**src/rtl/spi_port_pkg.sv**
```systemverilog
package spi_port_pkg;

    // register selects on the bus
    typedef enum logic [2:0] {
        REG_CTRL = 3'd0,
        REG_BAUD = 3'd1,
        REG_STAT = 3'd2,
        REG_DATA = 3'd3,
        REG_DIR  = 3'd4
    } reg_sel_e;

    // control register fields
    localparam int unsigned CTL_EN = 0;
    localparam int unsigned CTL_MS = 1;
    localparam int unsigned CTL_IE = 2;

    // baud register: rate select at bit 0, prescale select from this bit
    localparam int unsigned PRE_LSB = 4;

    // status register fields
    localparam int unsigned STA_DONE = 7;
    localparam int unsigned STA_FLT  = 4;

    // direction register fields
    localparam int unsigned DIR_W    = 4;
    localparam int unsigned DIR_SCK  = 0;
    localparam int unsigned DIR_MOSI = 1;
    localparam int unsigned DIR_MISO = 2;
    localparam int unsigned DIR_SS   = 3;

endpackage

```
**src/rtl/spi_sync.sv**
```systemverilog
module spi_sync #(
    parameter int unsigned W      = 1,
    parameter int unsigned STAGES = 2,
    parameter logic [W-1:0] RST_VAL = '0
) (
    input  logic         clk,
    input  logic         rst_n,
    input  logic [W-1:0] din,
    output logic [W-1:0] dout
);
    logic [STAGES-1:0][W-1:0] stage_q;
    logic [STAGES-1:0][W-1:0] stage_d;

    always_comb begin
        stage_d[0] = din;
        for (int i = 1; i < STAGES; i++) stage_d[i] = stage_q[i-1];
    end

    always_ff @(posedge clk or negedge rst_n) begin
        if (!rst_n) begin
            for (int i = 0; i < STAGES; i++) stage_q[i] <= RST_VAL;
        end else begin
            stage_q <= stage_d;
        end
    end

    assign dout = stage_q[STAGES-1];
endmodule

```
**src/rtl/spi_baud.sv**
```systemverilog
module spi_baud #(
    parameter int unsigned RATE_W = 3,
    parameter int unsigned PRE_W  = 3
) (
    input  logic              clk,
    input  logic              rst_n,
    input  logic              run,
    input  logic [RATE_W-1:0] rate,
    input  logic [PRE_W-1:0]  pre,
    output logic              tick
);
    localparam int unsigned RATE_MAX = (1 << RATE_W) - 1;
    localparam int unsigned CNT_W    = PRE_W + RATE_MAX + 1;

    logic [CNT_W-1:0] half_len;
    logic [CNT_W-1:0] cnt_d, cnt_q;

    always_comb begin
        half_len = (CNT_W'(pre) + CNT_W'(1)) << rate;
        tick     = run && (cnt_q == half_len - CNT_W'(1));
        if (!run)      cnt_d = '0;
        else if (tick) cnt_d = '0;
        else           cnt_d = cnt_q + CNT_W'(1);
    end

    always_ff @(posedge clk or negedge rst_n) begin
        if (!rst_n) cnt_q <= '0;
        else        cnt_q <= cnt_d;
    end
endmodule

```
**src/rtl/spi_shift.sv**
```systemverilog
module spi_shift #(
    parameter int unsigned DATA_W = 8
) (
    input  logic              clk,
    input  logic              rst_n,
    input  logic              m_act,
    input  logic              s_act,
    input  logic              start,
    input  logic              load,
    input  logic              abort,
    input  logic              tick,
    input  logic [DATA_W-1:0] load_data,
    input  logic              m_miso,
    input  logic              s_sck,
    input  logic              s_ss,
    input  logic              s_mosi,
    output logic              busy,
    output logic              sck,
    output logic              tx_bit,
    output logic              done,
    output logic [DATA_W-1:0] rx_data
);
    localparam int unsigned CNT_W = (DATA_W > 1) ? $clog2(DATA_W) : 1;
    localparam logic [CNT_W-1:0] LAST = CNT_W'(DATA_W - 1);

    typedef struct packed {
        logic              busy;
        logic              sck;
        logic              samp;
        logic              sck_prev;
        logic              done;
        logic [CNT_W-1:0]  nbits;
        logic [DATA_W-1:0] shreg;
    } sh_st_t;

    sh_st_t q, d;
    logic   s_rise, s_fall;

    always_comb begin
        d          = q;
        d.done     = 1'b0;
        d.sck_prev = s_sck;
        s_rise     = s_sck & ~q.sck_prev;
        s_fall     = ~s_sck & q.sck_prev;

        if (abort) begin
            d.busy  = 1'b0;
            d.sck   = 1'b0;
            d.nbits = '0;
        end else if (m_act) begin
            if (!q.busy) begin
                if (start) begin
                    d.busy  = 1'b1;
                    d.sck   = 1'b0;
                    d.nbits = '0;
                    d.shreg = load_data;
                end
            end else if (tick) begin
                if (!q.sck) begin
                    d.sck  = 1'b1;
                    d.samp = m_miso;
                end else begin
                    d.sck   = 1'b0;
                    d.shreg = {q.shreg[DATA_W-2:0], q.samp};
                    d.nbits = q.nbits + CNT_W'(1);
                    if (q.nbits == LAST) begin
                        d.busy  = 1'b0;
                        d.done  = 1'b1;
                        d.nbits = '0;
                    end
                end
            end
        end else if (s_act) begin
            d.busy = 1'b0;
            d.sck  = 1'b0;
            if (s_ss) begin
                d.nbits = '0;
            end else begin
                if (s_rise) d.samp = s_mosi;
                if (s_fall) begin
                    d.shreg = {q.shreg[DATA_W-2:0], q.samp};
                    d.nbits = q.nbits + CNT_W'(1);
                    if (q.nbits == LAST) begin
                        d.done  = 1'b1;
                        d.nbits = '0;
                    end
                end
            end
            if (load && (q.nbits == '0) && !(s_fall && !s_ss)) d.shreg = load_data;
        end else begin
            d.busy  = 1'b0;
            d.sck   = 1'b0;
            d.nbits = '0;
        end
    end

    always_ff @(posedge clk or negedge rst_n) begin
        if (!rst_n) q <= '0;
        else        q <= d;
    end

    assign busy    = q.busy;
    assign sck     = q.sck;
    assign tx_bit  = q.shreg[DATA_W-1];
    assign done    = q.done;
    assign rx_data = q.shreg;
endmodule

```
**src/rtl/spi_port.sv**
```systemverilog
module spi_port
    import spi_port_pkg::*;
#(
    parameter int unsigned DATA_W      = 8,
    parameter int unsigned RATE_W      = 3,
    parameter int unsigned PRE_W       = 3,
    parameter int unsigned SYNC_STAGES = 2
) (
    input  logic              clk,
    input  logic              rst_n,
    input  logic              bus_wr,
    input  logic              bus_rd,
    input  logic [2:0]        bus_addr,
    input  logic [DATA_W-1:0] bus_wdata,
    output logic [DATA_W-1:0] bus_rdata,
    input  logic              sck_i,
    output logic              sck_o,
    output logic              sck_oe,
    input  logic              mosi_i,
    output logic              mosi_o,
    output logic              mosi_oe,
    input  logic              miso_i,
    output logic              miso_o,
    output logic              miso_oe,
    input  logic              ss_i,
    output logic              ss_o,
    output logic              ss_oe,
    output logic              irq
);
    typedef struct packed {
        logic              en;
        logic              ms;
        logic              ie;
        logic [RATE_W-1:0] rate;
        logic [PRE_W-1:0]  pre;
        logic [DIR_W-1:0]  dir;
        logic              done_f;
        logic              flt_f;
        logic              arm_done;
        logic              arm_flt;
        logic [DATA_W-1:0] rx;
    } port_st_t;

    port_st_t q, d;

    logic [2:0]        sync_vec;
    logic              ss_s, sck_s, mosi_s;
    logic              m_act, s_act, fault_hit;
    logic              rd_stat, data_acc;
    logic              sh_start, sh_load, sh_abort;
    logic              sh_busy, sh_sck, sh_tx, sh_done;
    logic [DATA_W-1:0] sh_rx;
    logic              tick;

    // pin inputs: slave-select resets high, clock and data low
    spi_sync #(.W(3), .STAGES(SYNC_STAGES), .RST_VAL(3'b100)) u_sync (
        .clk  (clk),
        .rst_n(rst_n),
        .din  ({ss_i, sck_i, mosi_i}),
        .dout (sync_vec)
    );
    assign ss_s   = sync_vec[2];
    assign sck_s  = sync_vec[1];
    assign mosi_s = sync_vec[0];

    assign m_act     = q.en & q.ms;
    assign s_act     = q.en & ~q.ms;
    assign fault_hit = m_act & ~q.dir[DIR_SS] & ~ss_s;

    spi_baud #(.RATE_W(RATE_W), .PRE_W(PRE_W)) u_baud (
        .clk  (clk),
        .rst_n(rst_n),
        .run  (sh_busy & m_act),
        .rate (q.rate),
        .pre  (q.pre),
        .tick (tick)
    );

    spi_shift #(.DATA_W(DATA_W)) u_shift (
        .clk      (clk),
        .rst_n    (rst_n),
        .m_act    (m_act),
        .s_act    (s_act),
        .start    (sh_start),
        .load     (sh_load),
        .abort    (sh_abort),
        .tick     (tick),
        .load_data(bus_wdata),
        .m_miso   (miso_i),
        .s_sck    (sck_s),
        .s_ss     (ss_s),
        .s_mosi   (mosi_s),
        .busy     (sh_busy),
        .sck      (sh_sck),
        .tx_bit   (sh_tx),
        .done     (sh_done),
        .rx_data  (sh_rx)
    );

    always_comb begin
        d        = q;
        sh_start = 1'b0;
        sh_load  = 1'b0;
        sh_abort = 1'b0;
        rd_stat  = bus_rd && (bus_addr == REG_STAT);
        data_acc = (bus_rd || bus_wr) && (bus_addr == REG_DATA);

        // a status read arms the clearing of whatever flags it saw set
        if (rd_stat) begin
            d.arm_done = q.done_f;
            d.arm_flt  = q.flt_f;
        end

        if (bus_wr) begin
            case (bus_addr)
                REG_CTRL: begin
                    d.en = bus_wdata[CTL_EN];
                    d.ms = bus_wdata[CTL_MS];
                    d.ie = bus_wdata[CTL_IE];
                    if (q.arm_flt) begin
                        d.flt_f   = 1'b0;
                        d.arm_flt = 1'b0;
                    end
                end
                REG_BAUD: begin
                    d.rate = bus_wdata[RATE_W-1:0];
                    d.pre  = bus_wdata[PRE_LSB +: PRE_W];
                end
                REG_DIR:  d.dir = bus_wdata[DIR_W-1:0];
                REG_DATA: begin
                    if (m_act && !sh_busy) sh_start = 1'b1;
                    else if (s_act)        sh_load  = 1'b1;
                end
                default: ;
            endcase
        end

        if (data_acc && q.arm_done) begin
            d.done_f   = 1'b0;
            d.arm_done = 1'b0;
        end

        if (sh_done) begin
            d.done_f = 1'b1;
            d.rx     = sh_rx;
        end

        if (fault_hit) begin
            d.flt_f         = 1'b1;
            d.en            = 1'b0;
            d.ms            = 1'b0;
            d.dir[DIR_SCK]  = 1'b0;
            d.dir[DIR_MOSI] = 1'b0;
            d.dir[DIR_MISO] = 1'b0;
            sh_abort        = 1'b1;
            sh_start        = 1'b0;
        end
    end

    always_ff @(posedge clk or negedge rst_n) begin
        if (!rst_n) q <= '0;
        else        q <= d;
    end

    always_comb begin
        bus_rdata = '0;
        case (bus_addr)
            REG_CTRL: begin
                bus_rdata[CTL_EN] = q.en;
                bus_rdata[CTL_MS] = q.ms;
                bus_rdata[CTL_IE] = q.ie;
            end
            REG_BAUD: begin
                bus_rdata[RATE_W-1:0]       = q.rate;
                bus_rdata[PRE_LSB +: PRE_W] = q.pre;
            end
            REG_STAT: begin
                bus_rdata[STA_DONE] = q.done_f;
                bus_rdata[STA_FLT]  = q.flt_f;
            end
            REG_DATA: bus_rdata = q.rx;
            REG_DIR:  bus_rdata[DIR_W-1:0] = q.dir;
            default:  ;
        endcase
    end

    assign sck_o   = sh_sck;
    assign sck_oe  = m_act & q.dir[DIR_SCK];
    assign mosi_o  = sh_tx;
    assign mosi_oe = m_act & q.dir[DIR_MOSI];
    assign miso_o  = sh_tx;
    assign miso_oe = s_act & q.dir[DIR_MISO] & ~ss_s;
    assign ss_o    = ~sh_busy;
    assign ss_oe   = m_act & q.dir[DIR_SS];
    assign irq     = q.ie & (q.done_f | q.flt_f);
endmodule

```
**config.mk**
```make
export PLATFORM = sky130hd
export DESIGN_NAME = spi_port
export DESIGN_NICKNAME = d
export VERILOG_FILES = /design/src/rtl/spi_port_pkg.sv /design/src/rtl/spi_sync.sv /design/src/rtl/spi_baud.sv /design/src/rtl/spi_shift.sv /design/src/rtl/spi_port.sv
export SDC_FILE = /design/constraint.sdc
export NUM_CORES = 1
export LEC_CHECK = 0
export ABC_AREA = 1
export CORE_MARGIN = 3
export CORE_UTILIZATION = 29
export CTS_BUF_LIST = sky130_fd_sc_hd__clkbuf_8 sky130_fd_sc_hd__clkbuf_16
export DETAILED_ROUTE_END_ITERATION = 8
export SYNTH_ARGS = -nofsm -noshare
export SYNTH_HDL_FRONTEND = slang
export SYNTH_SLANG_ARGS = --single-unit
```
**constraint.sdc**
```tcl
create_clock -name clk -period 8.06 [get_ports clk]
set_clock_uncertainty 0.2 [all_clocks]
set_input_delay 0.806 -clock clk [delete_from_list [all_inputs] [get_ports clk]]
set_output_delay 0.806 -clock clk [all_outputs]
set_load 0.05 [all_outputs]
```
After elaboration in Yosys (flattened, before gate mapping)
Index checks and enable logic that the tools add are counted.
- bits of input ports: 19
- bits in latches: 0
- memories: 0
- ROM bits: 0
- bits in registers: 58
- word-level logic and storage cells: 162
- RAM bits: 0
- reductions and logical operators: 33
- shift operators: 1
- bitwise operators: 21
- mux-type cells: 63
- eq/ne operators: 18
- add/subtract/negate cells: 4
- magnitude comparators: 0
- $mul: 0
- divide/modulo/power cells: 0
- operators by type and width (operator ; count):
    12-bit 2-to-1 mux ; 4
    11-bit 2-to-1 mux ; 4
    1-bit 2-to-1 mux ; 31
    8-bit 2-to-1 mux ; 3
    3-bit 2-to-1 mux ; 7
    2-bit nonzero test ; 8
    7-bit AND reduction ; 2
    1-bit AND ; 13
    13-bit 2-to-1 mux ; 1
    3-bit case mux with 4 select lines ; 1
    2-bit AND reduction ; 6
    11-bit by 1-bit adder with 11-bit output (second input constant) ; 1
    11-bit == test ; 1
    11-bit by 3-bit << shifter with 11-bit output ; 1
    11-bit by 1-bit subtractor with 11-bit output (second input constant) ; 1
    2-bit 2-to-1 mux ; 5
    1-bit logical AND ; 8
    4-bit 2-to-1 mux ; 2
    4-bit inequality test (second input constant) ; 2
    1-bit NOT ; 7
    3-bit by 2-bit == test with 1-bit output (second input constant) ; 2
    3-bit == test (second input constant) ; 2
    3-bit zero test ; 2
    6-bit 2-to-1 mux ; 1
    19 further kinds ; 25

Longest topological paths before layout
- depth in word-level cells: 12
- gate-level depth with buffers: 21
- depth with buffers taken out: 21

Modules after synthesis
From an unflattened synthesis, not the netlist that was laid out.
- cells, all modules: 581
- area, all modules: 4073.9 um2
- by module, submodules not included (module ; times used ; seq. area each (um2) ; area an instance (um2) ; cells each):
    spi_port ; 1 ; 625.6 ; 1315.0 ; 177
    spi_shift ; 1 ; 400.4 ; 1308.8 ; 202
    spi_baud ; 1 ; 275.3 ; 1297.5 ; 196
    spi_sync ; 1 ; 152.6 ; 152.6 ; 6

Worst setup path before layout
No wires, ideal clock.
- path kind: input to output
- from: in bus_addr[1]
- to: out bus_rdata[5]
- data arrival time: 2.431 ns
- cell stages on the path: 4
- buffers on the path: 0
- required time: 7.054 ns
- setup slack: 4.623 ns
- cells stage by stage: inv_1 -> nor3_1 -> inv_1 -> o21ai_0
- cells in the longest elaborated chain, start to end: 2
- elaborated cells on any way between the ends: 3
- those cells by class: eq/ne (2); mux (1)
- RTL lines (item ; RTL line ; source):
    start: declaration ; spi_port.sv:13 ; input logic [2:0] bus_addr,
    3-bit by 2-bit == test with 1-bit output / 3-bit by 1-bit == test with 1-bit output (equally long branches) ; spi_port.sv:167 ; case (bus_addr)
    2-bit case mux with 2 select lines (*) ; spi_port.sv:167 ;
    end: declaration ; spi_port.sv:15 ; output logic [DATA_W-1:0] bus_rdata,
Every way passes the cells marked *; elsewhere a longest branch is shown, timed or not.

Worst setup path in the final report
- from: in bus_addr[1]
- to: out bus_rdata[2]
- cells in the longest elaborated chain, start to end: 2
- elaborated cells on any way between the ends: 5
- those cells by class: eq/ne (3); mux (1); reduce/logical (1)
- RTL lines (item ; RTL line):
    3-bit == test, or another cell as far along ; spi_port.sv:167
    3-bit case mux with 4 select lines (*) ; spi_port.sv:167
Marks and branches as above.

==> metrics <==
HPWL Detailed 7.744 mm; count of different cell masters after synthesis 42; cell-internal power 687.0 uW; post-cts resize count 0; routed vias 3521; Switch Pwr 417.5 uW; row cnt 40; Crit Reg-Reg Endpoint u_shift.q[9]; Post-Synth Adder-Cell Area under 10%; yosys synthesis warning count 0; htree depth 3; drt pass-1 iters 5; Final nets 594; Tightest Hold Check Type reg2reg; worst path arrival time 3.25 ns; ys async rst share 100.0%; routability congestion estimate 0.9319; post-synthesis sequential element count 58; drt wl/cell roughly 13 um; grt ovf 0; Core Region 0.01236 sq mm; synthesized cell area 0.003761 sq mm; Slew headroom 50.24%; post-route antenna net violation count 0; clock slew seen by the registers of the worst setup and hold paths 0.05 ns; Initial DRC Count 210; register area share after synthesis between 30 and 40%; Starting Density 30.43%; final worst setup slack 3.801 ns; post-synthesis compound-gate area fraction 11.01%; max-slew violation count 0; CP Class in2out; Die W 119.9 um; Synth Flop Type dfrtp_1; Critical Path Source Type input port; Final min period 4.259 ns; Placement Setup Slack ~3.8 ns; register share of total power 33.8%; peak supply drop 0.1031 mV; Synth Area in XOR/XNOR 2.794%; routed wire length 9.995 mm; area grow syn2layout 21.49%; static leakage roughly 0.0022 uW; Setup TNS 0 ns; Mapped Nets 557; CP Launch Point bus_addr[1]; Slew @ Worst Pin 0.7464 ns; antenna violations before repair 0; DRC 0; antenna fix cells 0; status complete, no violations; pwr/cell area 241.7 mW/mm^2; mux contribution to synthesized area 0%; CTS Buf Count 9; Achievable Freq 0.2348 GHz; # Post-CTS Setup Buffers 0; Req. time, crit path 7.05 ns; CTS Hold Bufs 0; top-level I/O count 36; Post-Synth Simple-Gate Area between 30% and 40%; vias per inst 4.745; Clock power frac between 30% and 40%; worst setup path end bus_rdata[2]; number of enable flip-flop cells after synthesis 0; RSZ-0062 raised after global routing false; Hold Violations, Final 0; syn_area_per_cell 7.070 sq um; Worst Reg-to-Reg Cells 18; die height 119.9 um; Sink Count between 50 and 60; net switching share of the total power 37.80%; vias in the first global route 3344; Tot GR Track Use about 15%; largest net degree at the start of global routing 59; final period utilization 52.84%; Root Driver clkbuf_16; # port buffers 35; first-pass GRT wire length between 15 and 20 mm; Comb power frac 33.0%; die area 0.01437 sq mm; critical path fanouts, max 8; number of max-cap violations 0; Clock Path Buffers 2; reg2reg start q[16]; setup slack, reg-to-reg 4.81 ns; CTS tree built; endpoints failing setup 0; Clock Latency Late Sink 0.33 ns; CP Capture Type primary output; share of layout cells above drive strength 1 8.711%; largest family of logic cells by synthesized area simple AND/OR/NAND/NOR gates; cells after synthesis 532
## worst min path at each step
| stage | from | cells past startpoint | slack [ns] | endpoint |
|---|---|---|---|---|
| finish | u_sync.stage_d[3] | 0 | 0.14 | u_sync.dout[0] |
| global route | u_sync.stage_d[4] | 0 | 0.16 | u_sync.dout[1] |
| CTS | u_sync.stage_d[3] | 0 | 0.15 | u_sync.dout[0] |
| detailed placement | u_sync.stage_d[3] | 0 | 0.13 | u_sync.dout[0] |
| global placement | u_sync.stage_d[3] | 0 | 0.13 | u_sync.dout[0] |
| floorplan | u_sync.stage_d[3] | 0 | 0.13 | u_sync.dout[0] |
## cells in the mapped netlist (2+ instances only)
| cell | n | area share (%) |
|---|---|---|
| ha_1 | 6 | 2.0 |
| a32o_1 | 2 | 0.53 |
| a31oi_1 | 7 | 1.2 |
| clkbuf_1 | 4 | 0.40 |
| nor3_1 | 8 | 1.1 |
| nor2_2 | 7 | 1.2 |
| buf_2 | 4 | 0.53 |
| inv_2 | 4 | 0.40 |
| a21oi_1 | 12 | 1.6 |
| o211ai_1 | 2 | 0.40 |
| a211oi_1 | 2 | 0.40 |
| nand2_2 | 4 | 0.67 |
| nand3b_1 | 2 | 0.40 |
| xor2_1 | 8 | 1.9 |
| nor2_8 | 2 | 1.1 |
| nand3_1 | 43 | 5.7 |
| nand2_4 | 2 | 0.60 |
| o21ai_0 | 25 | 3.3 |
| nand4_1 | 6 | 1.0 |
| inv_1 | 80 | 8.0 |
| nor2_1 | 49 | 4.9 |
| xnor2_1 | 4 | 0.93 |
| nor2_4 | 3 | 0.90 |
| dfrtp_1 | 56 | 37 |
| dfstp_2 | 2 | 1.4 |
| o22ai_1 | 17 | 2.8 |
| nand2_1 | 152 | 15 |
| nand3_2 | 5 | 1.3 |
## through the flow
stage	total power, uW	cell area [sq um]	cells	hold slack (ns)	util (%)
5_1_grt	1176	4569	742	0.1584	36.96
4_1_cts	1112	4569	742	0.1487	36.96
3_3_place_gp	732.5	4278	726	0.1333	34.61
2_1_floorplan	642.3	3761	532	0.1312	-
6_report	1104	4569	742	0.1433	36.96
3_5_place_dp	740.1	4278	726	0.1347	34.61
## worst max-delay path, cell delays in order
cell             delay, ns
clkdlybuf4s50_1       0.50
inv_1                 0.06
nor3_1                0.39
inv_1                 0.25
o22ai_1               0.16
a21oi_1               0.06
o21ai_0               0.14
clkdlybuf4s50_1       0.87
## cell families (layout without fill, tap and decap cells)
logic type	count (synthesis)	in the layout
DFF	58	58
xor gates and xnor gates	12	12
buffers and inverters	96	138
and+or+nand+nor	289	289
AOI/OAI and AO/OA	71	71
adders and majority gates	6	6
## registers in the layout, indices dropped and copies added (netlist names)
name	cells
u_shift.sck	1
u_shift.rx_data	8
u_shift.q	5
u_baud.cnt_q	11
u_sync.stage_d	3
u_shift.done	1
q	25
u_sync.dout	3
u_shift.busy	1
## final cells by class
class	count	area, sq um
sequential	58	1454
multi-input combinational	378	1937
inverter	86	324.1
fill	1341	7792
clock inverter	4	25.02
timing repair buffer	36	352.8
clock buffer	12	266.5
tap	168	210.2
## cell usage in the layout (no fill, tap or decap), drive strengths merged, types with 12 or more instances in the layout
cell type / netlist / routed
nand2: 158 / 158
o22ai: 17 / 17
o21ai: 26 / 26
inv: 84 / 84
a21oi: 12 / 12
dfrtp: 56 / 56
clkdlybuf4s50: 0 / 34
nand3: 49 / 49
nor2: 61 / 61
clkbuf: 4 / 12
## metal layers
layer | track usage [%] | wire length, um
met2 | 25.35 | 5135
met1 | 18.20 | 4423
met4 | 3.865 | 97
met5 | 0 | 0
met3 | 3.157 | 338
## power by group through the flow
stage	logic, uW	registers [uW]	clock network [uW]
floorplan	277	365	0
global placement	357	375	0
detailed placement	364	376	0
CTS	366	372	374
global route	411	380	386
finish	365	373	367
No activity file was read; power rests on OpenSTA's default activity.
